==> src/rtl/regwr_pkg.sv <==
package regwr_pkg;

  localparam int OFF_W = 12;

  // accepted offset window (inclusive) on the low OFF_W bits
  localparam logic [OFF_W-1:0] WIN_LO = 12'h104;
  localparam logic [OFF_W-1:0] WIN_HI = 12'h880;

  // buffer base-address registers
  localparam logic [OFF_W-1:0] A_SRC  = 12'h304;
  localparam logic [OFF_W-1:0] A_SRC2 = 12'h318;
  localparam logic [OFF_W-1:0] A_DST  = 12'h404;
  localparam logic [OFF_W-1:0] A_DST2 = 12'h418;
  localparam logic [OFF_W-1:0] A_PAT  = 12'h500;
  localparam logic [OFF_W-1:0] A_MSK  = 12'h520;

  // surface pages and descriptor slots inside a page
  localparam logic [3:0] PAGE_SRC = 4'h3;
  localparam logic [3:0] PAGE_DST = 4'h4;
  localparam logic [7:0] SLOT_STRIDE = 8'h08;
  localparam logic [7:0] SLOT_FMT    = 8'h0C;
  localparam logic [7:0] SLOT_LT     = 8'h10;
  localparam logic [7:0] SLOT_RB     = 8'h14;

  typedef enum logic [2:0] {
    DK_NONE,
    DK_STRIDE,
    DK_FMT,
    DK_LT,
    DK_RB
  } descKind_e;

  // control -> datapath strobes
  typedef struct packed {
    logic accept;
    logic reject;
    logic addrPair;
    logic userBuf;
    logic toDst;
    logic capStride;
    logic capFmt;
    logic capLt;
    logic capRb;
  } strobe_t;

  function automatic logic isAddrReg(input logic [OFF_W-1:0] off);
    return (off == A_SRC) || (off == A_SRC2) || (off == A_DST) ||
           (off == A_DST2) || (off == A_PAT) || (off == A_MSK);
  endfunction

  function automatic descKind_e descKind(input logic [OFF_W-1:0] off);
    descKind_e k;
    k = DK_NONE;
    if (off[11:8] == PAGE_SRC || off[11:8] == PAGE_DST) begin
      case (off[7:0])
        SLOT_STRIDE: k = DK_STRIDE;
        SLOT_FMT:    k = DK_FMT;
        SLOT_LT:     k = DK_LT;
        SLOT_RB:     k = DK_RB;
        default:     k = DK_NONE;
      endcase
    end
    return k;
  endfunction

endpackage

==> src/rtl/regwr_ctrl.sv <==
module regwr_ctrl
  import regwr_pkg::*;
(
  input  logic             pairValid,
  input  logic             clear,
  input  logic             addrMode,
  input  logic [OFF_W-1:0] offLow,
  input  logic             topBit,
  output strobe_t          strb
);

  logic      inWin;
  logic      aligned;
  logic      addrReg;
  logic      legal;
  logic      go;
  descKind_e kind;

  always_comb begin
    inWin   = (offLow >= WIN_LO) && (offLow <= WIN_HI);
    aligned = (offLow[1:0] == 2'b00);
    addrReg = isAddrReg(offLow);
    kind    = descKind(offLow);
    legal   = inWin && aligned && (addrMode ? addrReg : !addrReg);
    go      = pairValid && !clear;

    strb           = '0;
    strb.accept    = go && legal;
    strb.reject    = go && !legal;
    strb.addrPair  = go && addrMode;
    strb.userBuf   = go && legal && addrMode && topBit;
    strb.toDst     = (offLow[11:8] == PAGE_DST);
    strb.capStride = go && legal && !addrMode && (kind == DK_STRIDE);
    strb.capFmt    = go && legal && !addrMode && (kind == DK_FMT);
    strb.capLt     = go && legal && !addrMode && (kind == DK_LT);
    strb.capRb     = go && legal && !addrMode && (kind == DK_RB);
  end

endmodule

==> src/rtl/regwr_dp.sv <==
module regwr_dp
  import regwr_pkg::*;
#(
  parameter int DATA_W  = 32,
  parameter int COORD_W = 13,
  parameter int FMT_W   = 4,
  parameter int IDX_W   = 8,
  parameter int Y_LSB   = 16
) (
  input  logic                    clk,
  input  logic                    rstN,
  input  logic                    clear,
  input  strobe_t                 strb,
  input  logic [DATA_W-1:0]       offsetWord,
  input  logic [DATA_W-1:0]       valueWord,
  output logic                    resValid,
  output logic                    resOk,
  output logic                    resUserBuf,
  output logic [DATA_W-1:0]       resOffset,
  output logic [DATA_W-1:0]       resValue,
  output logic                    errFlag,
  output logic [IDX_W-1:0]        errIndex,
  output logic [1:0][DATA_W-1:0]  dStride,
  output logic [1:0][FMT_W-1:0]   dFormat,
  output logic [1:0][COORD_W-1:0] dLeftX,
  output logic [1:0][COORD_W-1:0] dTopY,
  output logic [1:0][COORD_W-1:0] dRightX,
  output logic [1:0][COORD_W-1:0] dBottomY
);

  localparam int NSURF = 2;

  logic [IDX_W-1:0]  pairCount;
  logic [DATA_W-1:0] fwdOffset;
  logic              pairSeen;

  assign pairSeen  = strb.accept || strb.reject;
  assign fwdOffset = strb.addrPair ? {1'b0, offsetWord[DATA_W-2:0]} : offsetWord;

  // per-pair result
  always_ff @(posedge clk or negedge rstN) begin
    if (!rstN) begin
      resValid   <= 1'b0;
      resOk      <= 1'b0;
      resUserBuf <= 1'b0;
      resOffset  <= '0;
      resValue   <= '0;
    end else begin
      resValid   <= pairSeen;
      resOk      <= strb.accept;
      resUserBuf <= strb.userBuf;
      if (pairSeen) begin
        resOffset <= fwdOffset;
        resValue  <= valueWord;
      end
    end
  end

  // numbering and first-failure latch
  always_ff @(posedge clk or negedge rstN) begin
    if (!rstN) begin
      pairCount <= '0;
      errFlag   <= 1'b0;
      errIndex  <= '0;
    end else if (clear) begin
      pairCount <= '0;
      errFlag   <= 1'b0;
      errIndex  <= '0;
    end else if (pairSeen) begin
      pairCount <= pairCount + 1'b1;
      if (strb.reject && !errFlag) begin
        errFlag  <= 1'b1;
        errIndex <= pairCount;
      end
    end
  end

  // surface descriptor sets: index 0 source, 1 destination
  always_ff @(posedge clk or negedge rstN) begin
    if (!rstN) begin
      dStride  <= '0;
      dFormat  <= '0;
      dLeftX   <= '0;
      dTopY    <= '0;
      dRightX  <= '0;
      dBottomY <= '0;
    end else if (clear) begin
      dStride  <= '0;
      dFormat  <= '0;
      dLeftX   <= '0;
      dTopY    <= '0;
      dRightX  <= '0;
      dBottomY <= '0;
    end else begin
      for (int s = 0; s < NSURF; s++) begin
        if (strb.toDst == (s == 1)) begin
          if (strb.capStride) dStride[s] <= valueWord;
          if (strb.capFmt)    dFormat[s] <= valueWord[FMT_W-1:0];
          if (strb.capLt) begin
            dLeftX[s] <= valueWord[COORD_W-1:0];
            dTopY[s]  <= valueWord[Y_LSB +: COORD_W];
          end
          if (strb.capRb) begin
            dRightX[s]  <= valueWord[COORD_W-1:0];
            dBottomY[s] <= valueWord[Y_LSB +: COORD_W];
          end
        end
      end
    end
  end

endmodule

==> src/rtl/regwr_validator.sv <==
module regwr_validator
  import regwr_pkg::*;
#(
  parameter int DATA_W  = 32,
  parameter int COORD_W = 13,
  parameter int FMT_W   = 4,
  parameter int IDX_W   = 8,
  parameter int Y_LSB   = 16
) (
  input  logic               clk,
  input  logic               rstN,
  input  logic               clear,
  input  logic               addrMode,
  input  logic               pairValid,
  input  logic [DATA_W-1:0]  offsetWord,
  input  logic [DATA_W-1:0]  valueWord,
  output logic               resValid,
  output logic               resOk,
  output logic               resUserBuf,
  output logic [DATA_W-1:0]  resOffset,
  output logic [DATA_W-1:0]  resValue,
  output logic               errFlag,
  output logic [IDX_W-1:0]   errIndex,
  output logic [DATA_W-1:0]  srcStride,
  output logic [FMT_W-1:0]   srcFormat,
  output logic [COORD_W-1:0] srcLeftX,
  output logic [COORD_W-1:0] srcTopY,
  output logic [COORD_W-1:0] srcRightX,
  output logic [COORD_W-1:0] srcBottomY,
  output logic [DATA_W-1:0]  dstStride,
  output logic [FMT_W-1:0]   dstFormat,
  output logic [COORD_W-1:0] dstLeftX,
  output logic [COORD_W-1:0] dstTopY,
  output logic [COORD_W-1:0] dstRightX,
  output logic [COORD_W-1:0] dstBottomY
);

  strobe_t                 strb;
  logic [1:0][DATA_W-1:0]  dStride;
  logic [1:0][FMT_W-1:0]   dFormat;
  logic [1:0][COORD_W-1:0] dLeftX;
  logic [1:0][COORD_W-1:0] dTopY;
  logic [1:0][COORD_W-1:0] dRightX;
  logic [1:0][COORD_W-1:0] dBottomY;

  regwr_ctrl u_ctrl (
    .pairValid (pairValid),
    .clear     (clear),
    .addrMode  (addrMode),
    .offLow    (offsetWord[OFF_W-1:0]),
    .topBit    (offsetWord[DATA_W-1]),
    .strb      (strb)
  );

  regwr_dp #(
    .DATA_W  (DATA_W),
    .COORD_W (COORD_W),
    .FMT_W   (FMT_W),
    .IDX_W   (IDX_W),
    .Y_LSB   (Y_LSB)
  ) u_dp (
    .clk        (clk),
    .rstN       (rstN),
    .clear      (clear),
    .strb       (strb),
    .offsetWord (offsetWord),
    .valueWord  (valueWord),
    .resValid   (resValid),
    .resOk      (resOk),
    .resUserBuf (resUserBuf),
    .resOffset  (resOffset),
    .resValue   (resValue),
    .errFlag    (errFlag),
    .errIndex   (errIndex),
    .dStride    (dStride),
    .dFormat    (dFormat),
    .dLeftX     (dLeftX),
    .dTopY      (dTopY),
    .dRightX    (dRightX),
    .dBottomY   (dBottomY)
  );

  assign srcStride  = dStride[0];
  assign srcFormat  = dFormat[0];
  assign srcLeftX   = dLeftX[0];
  assign srcTopY    = dTopY[0];
  assign srcRightX  = dRightX[0];
  assign srcBottomY = dBottomY[0];
  assign dstStride  = dStride[1];
  assign dstFormat  = dFormat[1];
  assign dstLeftX   = dLeftX[1];
  assign dstTopY    = dTopY[1];
  assign dstRightX  = dRightX[1];
  assign dstBottomY = dBottomY[1];

endmodule

==> config.mk <==
export PLATFORM = sky130hd
export DESIGN_NAME = regwr_validator
export DESIGN_NICKNAME = d
export VERILOG_FILES = /design/src/rtl/regwr_pkg.sv /design/src/rtl/regwr_ctrl.sv /design/src/rtl/regwr_dp.sv /design/src/rtl/regwr_validator.sv
export SDC_FILE = /design/constraint.sdc
export NUM_CORES = 1
export LEC_CHECK = 0
export ABC_CLOCK_PERIOD_IN_PS = 1300
export BUFFER_PORTS_ARGS = -buffer_cell sky130_fd_sc_hd__buf_2
export CAP_MARGIN = 5
export CORE_MARGIN = 4
export CORE_UTILIZATION = 46
export DETAILED_ROUTE_END_ITERATION = 8
export MAX_ROUTING_LAYER = met4
export PLACE_DENSITY = 0.76
export REMOVE_ABC_BUFFERS = 1
export SLEW_MARGIN = 20
export SYNTH_ARGS = -nofsm -noshare
export SYNTH_HDL_FRONTEND = slang
export SYNTH_SLANG_ARGS = --single-unit
==> constraint.sdc <==
create_clock -name clk -period 1.3 [get_ports clk]
set_clock_uncertainty 0.2 [all_clocks]
set_input_delay 0.065 -clock clk [delete_from_list [all_inputs] [get_ports clk]]
set_output_delay 0.065 -clock clk [all_outputs]
set_load 0.005 [all_outputs]
==> qor.txt <==
CP arrival -> 2.01 ns
Startpoint Class -> input pin
Multiplexer area fraction after synthesis -> 14.6%
Tcrit/Tclk final -> 137%
DR pass1 iterations -> 5
Failing checks -> negative hold slack, negative setup slack
Relative slew slack -> 46.3%
Worst skew pair latency -> 0.52 ns
Largest net degree at the start of global routing -> 148
Worst r2r path cells -> 3
Main combinational cell family by area after synthesis -> simple AND/OR/NAND/NOR gates
Min Tclk post-route -> 1.78 ns
Num Clock Sinks -> 260
Post-Syn Instances -> 998
Post-synth cell types -> 39
Synth Area in XOR/XNOR -> 0.414%
Via count -> 10400
Vias per Instance -> 5.43
Top cell type's share of synthesized area -> 61.5%
Post-Synth Simple-Gate Area -> 17.7%
Worst Hold Depth -> 4
Total negative slack -> -57.39 ns
CTS tree -> yes
H-tree depth -> 1
Worst-path maximum fanout -> 8
Final instance area -> 0.0170 mm2
Die Y -> 160 um
Flops & latches, synth -> 260
Vias in the first global route -> 10500
Core Rows -> 55
Total Wirelength -> 41900 um
Post-route ant nets -> 0
Run status -> finished with violations
Utilization after layout -> 75.3%
# port buffers -> 320
DP Area -> 0.0130 mm2
Req. time, crit path -> 1.54 ns
Syn. warnings -> 0
Max cap viols -> 0
FMAX -> 563 MHz
Post-synth EDFFs -> 0
Hold_buf cts -> 67
Peak VDD IR -> 1070 uV
Leak -> 9.53 nW
WL per Instance -> 21.9 um
Die area -> 0.0255 mm2
DRC viols -> 0
DR iter-0 viols -> 927
Worst Tran Pin Value -> 0.806 ns
Kind of critical path -> in -> reg
Most frequent cells in the layout -> 311 x buf_2, 260 x dfrtp_1, 220 x nand2_1, 205 x buf_4, 152 x nor2_1
Final Max Tran Viols -> 0
Die width -> 160 um
Hold WC Path Type -> in -> reg
Grt ovf -> 0
Longest Clk Path Bufs -> 3
Final hold violations -> 29
Seq/Total Area, Yosys -> 61.5%
Nets -> 1677
GRT Util Overall -> 29.9%
Cell Pwr Density -> 1060 mW/mm2
Synthesized area per cell -> 10.6 um2
Fin worst setup slack -> -0.476 ns
Hold Slack -> -0.249 ns
Routability cong. -> 0.908
DP HPWL -> 21400 um
RSZ-0062 raised after global routing -> yes
Setup WS pre-CTS -> -0.955 ns
Mapped Area -> 0.0106 mm2
Crit end category -> flip-flop
Post-synth top area cell -> dfrtp_1
Worst-path clk slew -> 0.06 ns
Compound-gate portion of the synthesized area -> 2.69%
Core footprint -> 0.0226 mm2
Largest cells by area after synthesis -> dfrtp_1 61%, mux2i_1 15%, nand2_1 9.1%
CTS Buf Count -> 27
First-pass GRT wire length -> 59100 um
Ys flop type -> dfrtp_1
CTS Root Cell -> clkbuf_16
Initial antenna violation count -> 1
Post-synth ARST share -> 100%
Share of layout cells above drive strength 1 -> 45.1%
Area grow syn2layout -> 61.0%
Io pins -> 321
Total chip power -> 18.1 mW
Starting Density -> 46.8%
Final setup violation count -> 344
Area share of fa/ha/maj cells after synthesis -> 0.118%
Commonest non-fill, non-tap cell in the layout -> buf_2
==> per-stage QoR <==
| step | hold WS (ns) | std cells |
|---|---|---|
| 2_1_floorplan | -0.431 | 934 |
| 3_3_place_gp | -0.205 | 1608 |
| 3_5_place_dp | -0.200 | 1608 |
| 4_1_cts | -0.299 | 1822 |
| 5_1_grt | -0.223 | 1908 |
| 6_report | -0.249 | 1908 |
==> cells by family (layout without fill, tap and decap cells) <==
family / after synthesis / after routing
simple gates: 459 / 459
xor+xnor: 5 / 5
buf+inv: 69 / 693
flops: 260 / 260
mux: 154 / 154
other cells: 0 / 1
compound gates: 50 / 50
fa+ha+maj: 1 / 1
==> worst max-delay path, stage by stage <==
cell and delay (ns):
buf_6 0.09, or4_4 0.53, o311a_1 0.33, o211ai_1 0.24, mux2i_2 0.14, nor3b_2 0.19
buf_6 0.18, mux2i_2 0.23
==> synthesized netlist by cell type (4+ instances only) <==
| cell | n |
|---|---|
| dfrtp_1 | 260 |
| nand2_1 | 258 |
| mux2i_1 | 154 |
| nor2_1 | 153 |
| clkbuf_1 | 42 |
| a21oi_1 | 36 |
| nand2b_1 | 18 |
| buf_2 | 8 |
| buf_4 | 8 |
| o21ai_0 | 6 |
| and3_1 | 4 |
| inv_1 | 4 |
| nor3_1 | 4 |
| xor2_1 | 4 |
==> repair_timing <==
action,CTS,global route
endpoints found under the setup margin,427,444
pin swaps,38,63
buffers inserted,93,100
cloned,12,2
resized for setup,102,120
hold endpoints to repair,508,29
==> cell type report <==
| class | count | area, um2 |
|---|---|---|
| diodes | 1 | 2.50 |
| clock buffers | 34 | 752 |
| clock inverters | 10 | 108 |
| fillers | 1319 | 5590 |
| inverters | 5 | 18.8 |
| multi-input cells | 669 | 4420 |
| flip-flops and latches | 260 | 6510 |
| well taps | 285 | 357 |
| repair buffers | 644 | 4880 |
==> metal layers <==
metal,share of wire (%),vias to the layer above,track usage [%]
met2,49,619,48.4
li1,-,4451,-
met1,38,5148,36.4
met3,8.6,140,7.02
met4,4.5,0,12.2
met5,0,-,-
==> flip-flops by register name, indices dropped and copies added, names as in the netlist, 8 cells and up <==
| name | flops |
|---|---|
| u_dp.dStride | 64 |
| u_dp.resOffset | 32 |
| u_dp.resValue | 32 |
| u_dp.dBottomY | 26 |
| u_dp.dLeftX | 26 |
| u_dp.dRightX | 26 |
| u_dp.dTopY | 26 |
| u_dp.dFormat | 8 |
| u_dp.errIndex | 8 |
| u_dp.pairCount | 8 |
==> power by group <==
group	switching, mW	total [mW]	leakage (nW)	internal [mW]
Combinational	1.09	1.94	5.57	0.855
Sequential	0.170	8.52	3.53	8.35
Clock	3.21	7.66	0.431	4.46
==> worst paths after layout <==
check,to,slack [ns],start
setup / recovery,u_dp.errIndex[7]$_DFFE_PN0P_,-0.48,offsetWord[6]
hold / removal,u_dp.resOffset[7]$_DFFE_PN0P_,-0.25,offsetWord[7]
setup reg to reg,u_dp.pairCount[5]$_DFFE_PN0P_,-0.09,u_dp.pairCount[1]$_DFFE_PN0P_
hold reg to reg,u_dp.resValue[22]$_DFFE_PN0P_,0.27,u_dp.resValue[22]$_DFFE_PN0P_
max in group asynchronous,u_dp.dStride[36]$_DFFE_PN0P_,0.45,rstN
min in group asynchronous,u_dp.dStride[31]$_DFFE_PN0P_,-0.16,rstN
Note: power is estimated with default switching activity, not from simulation.
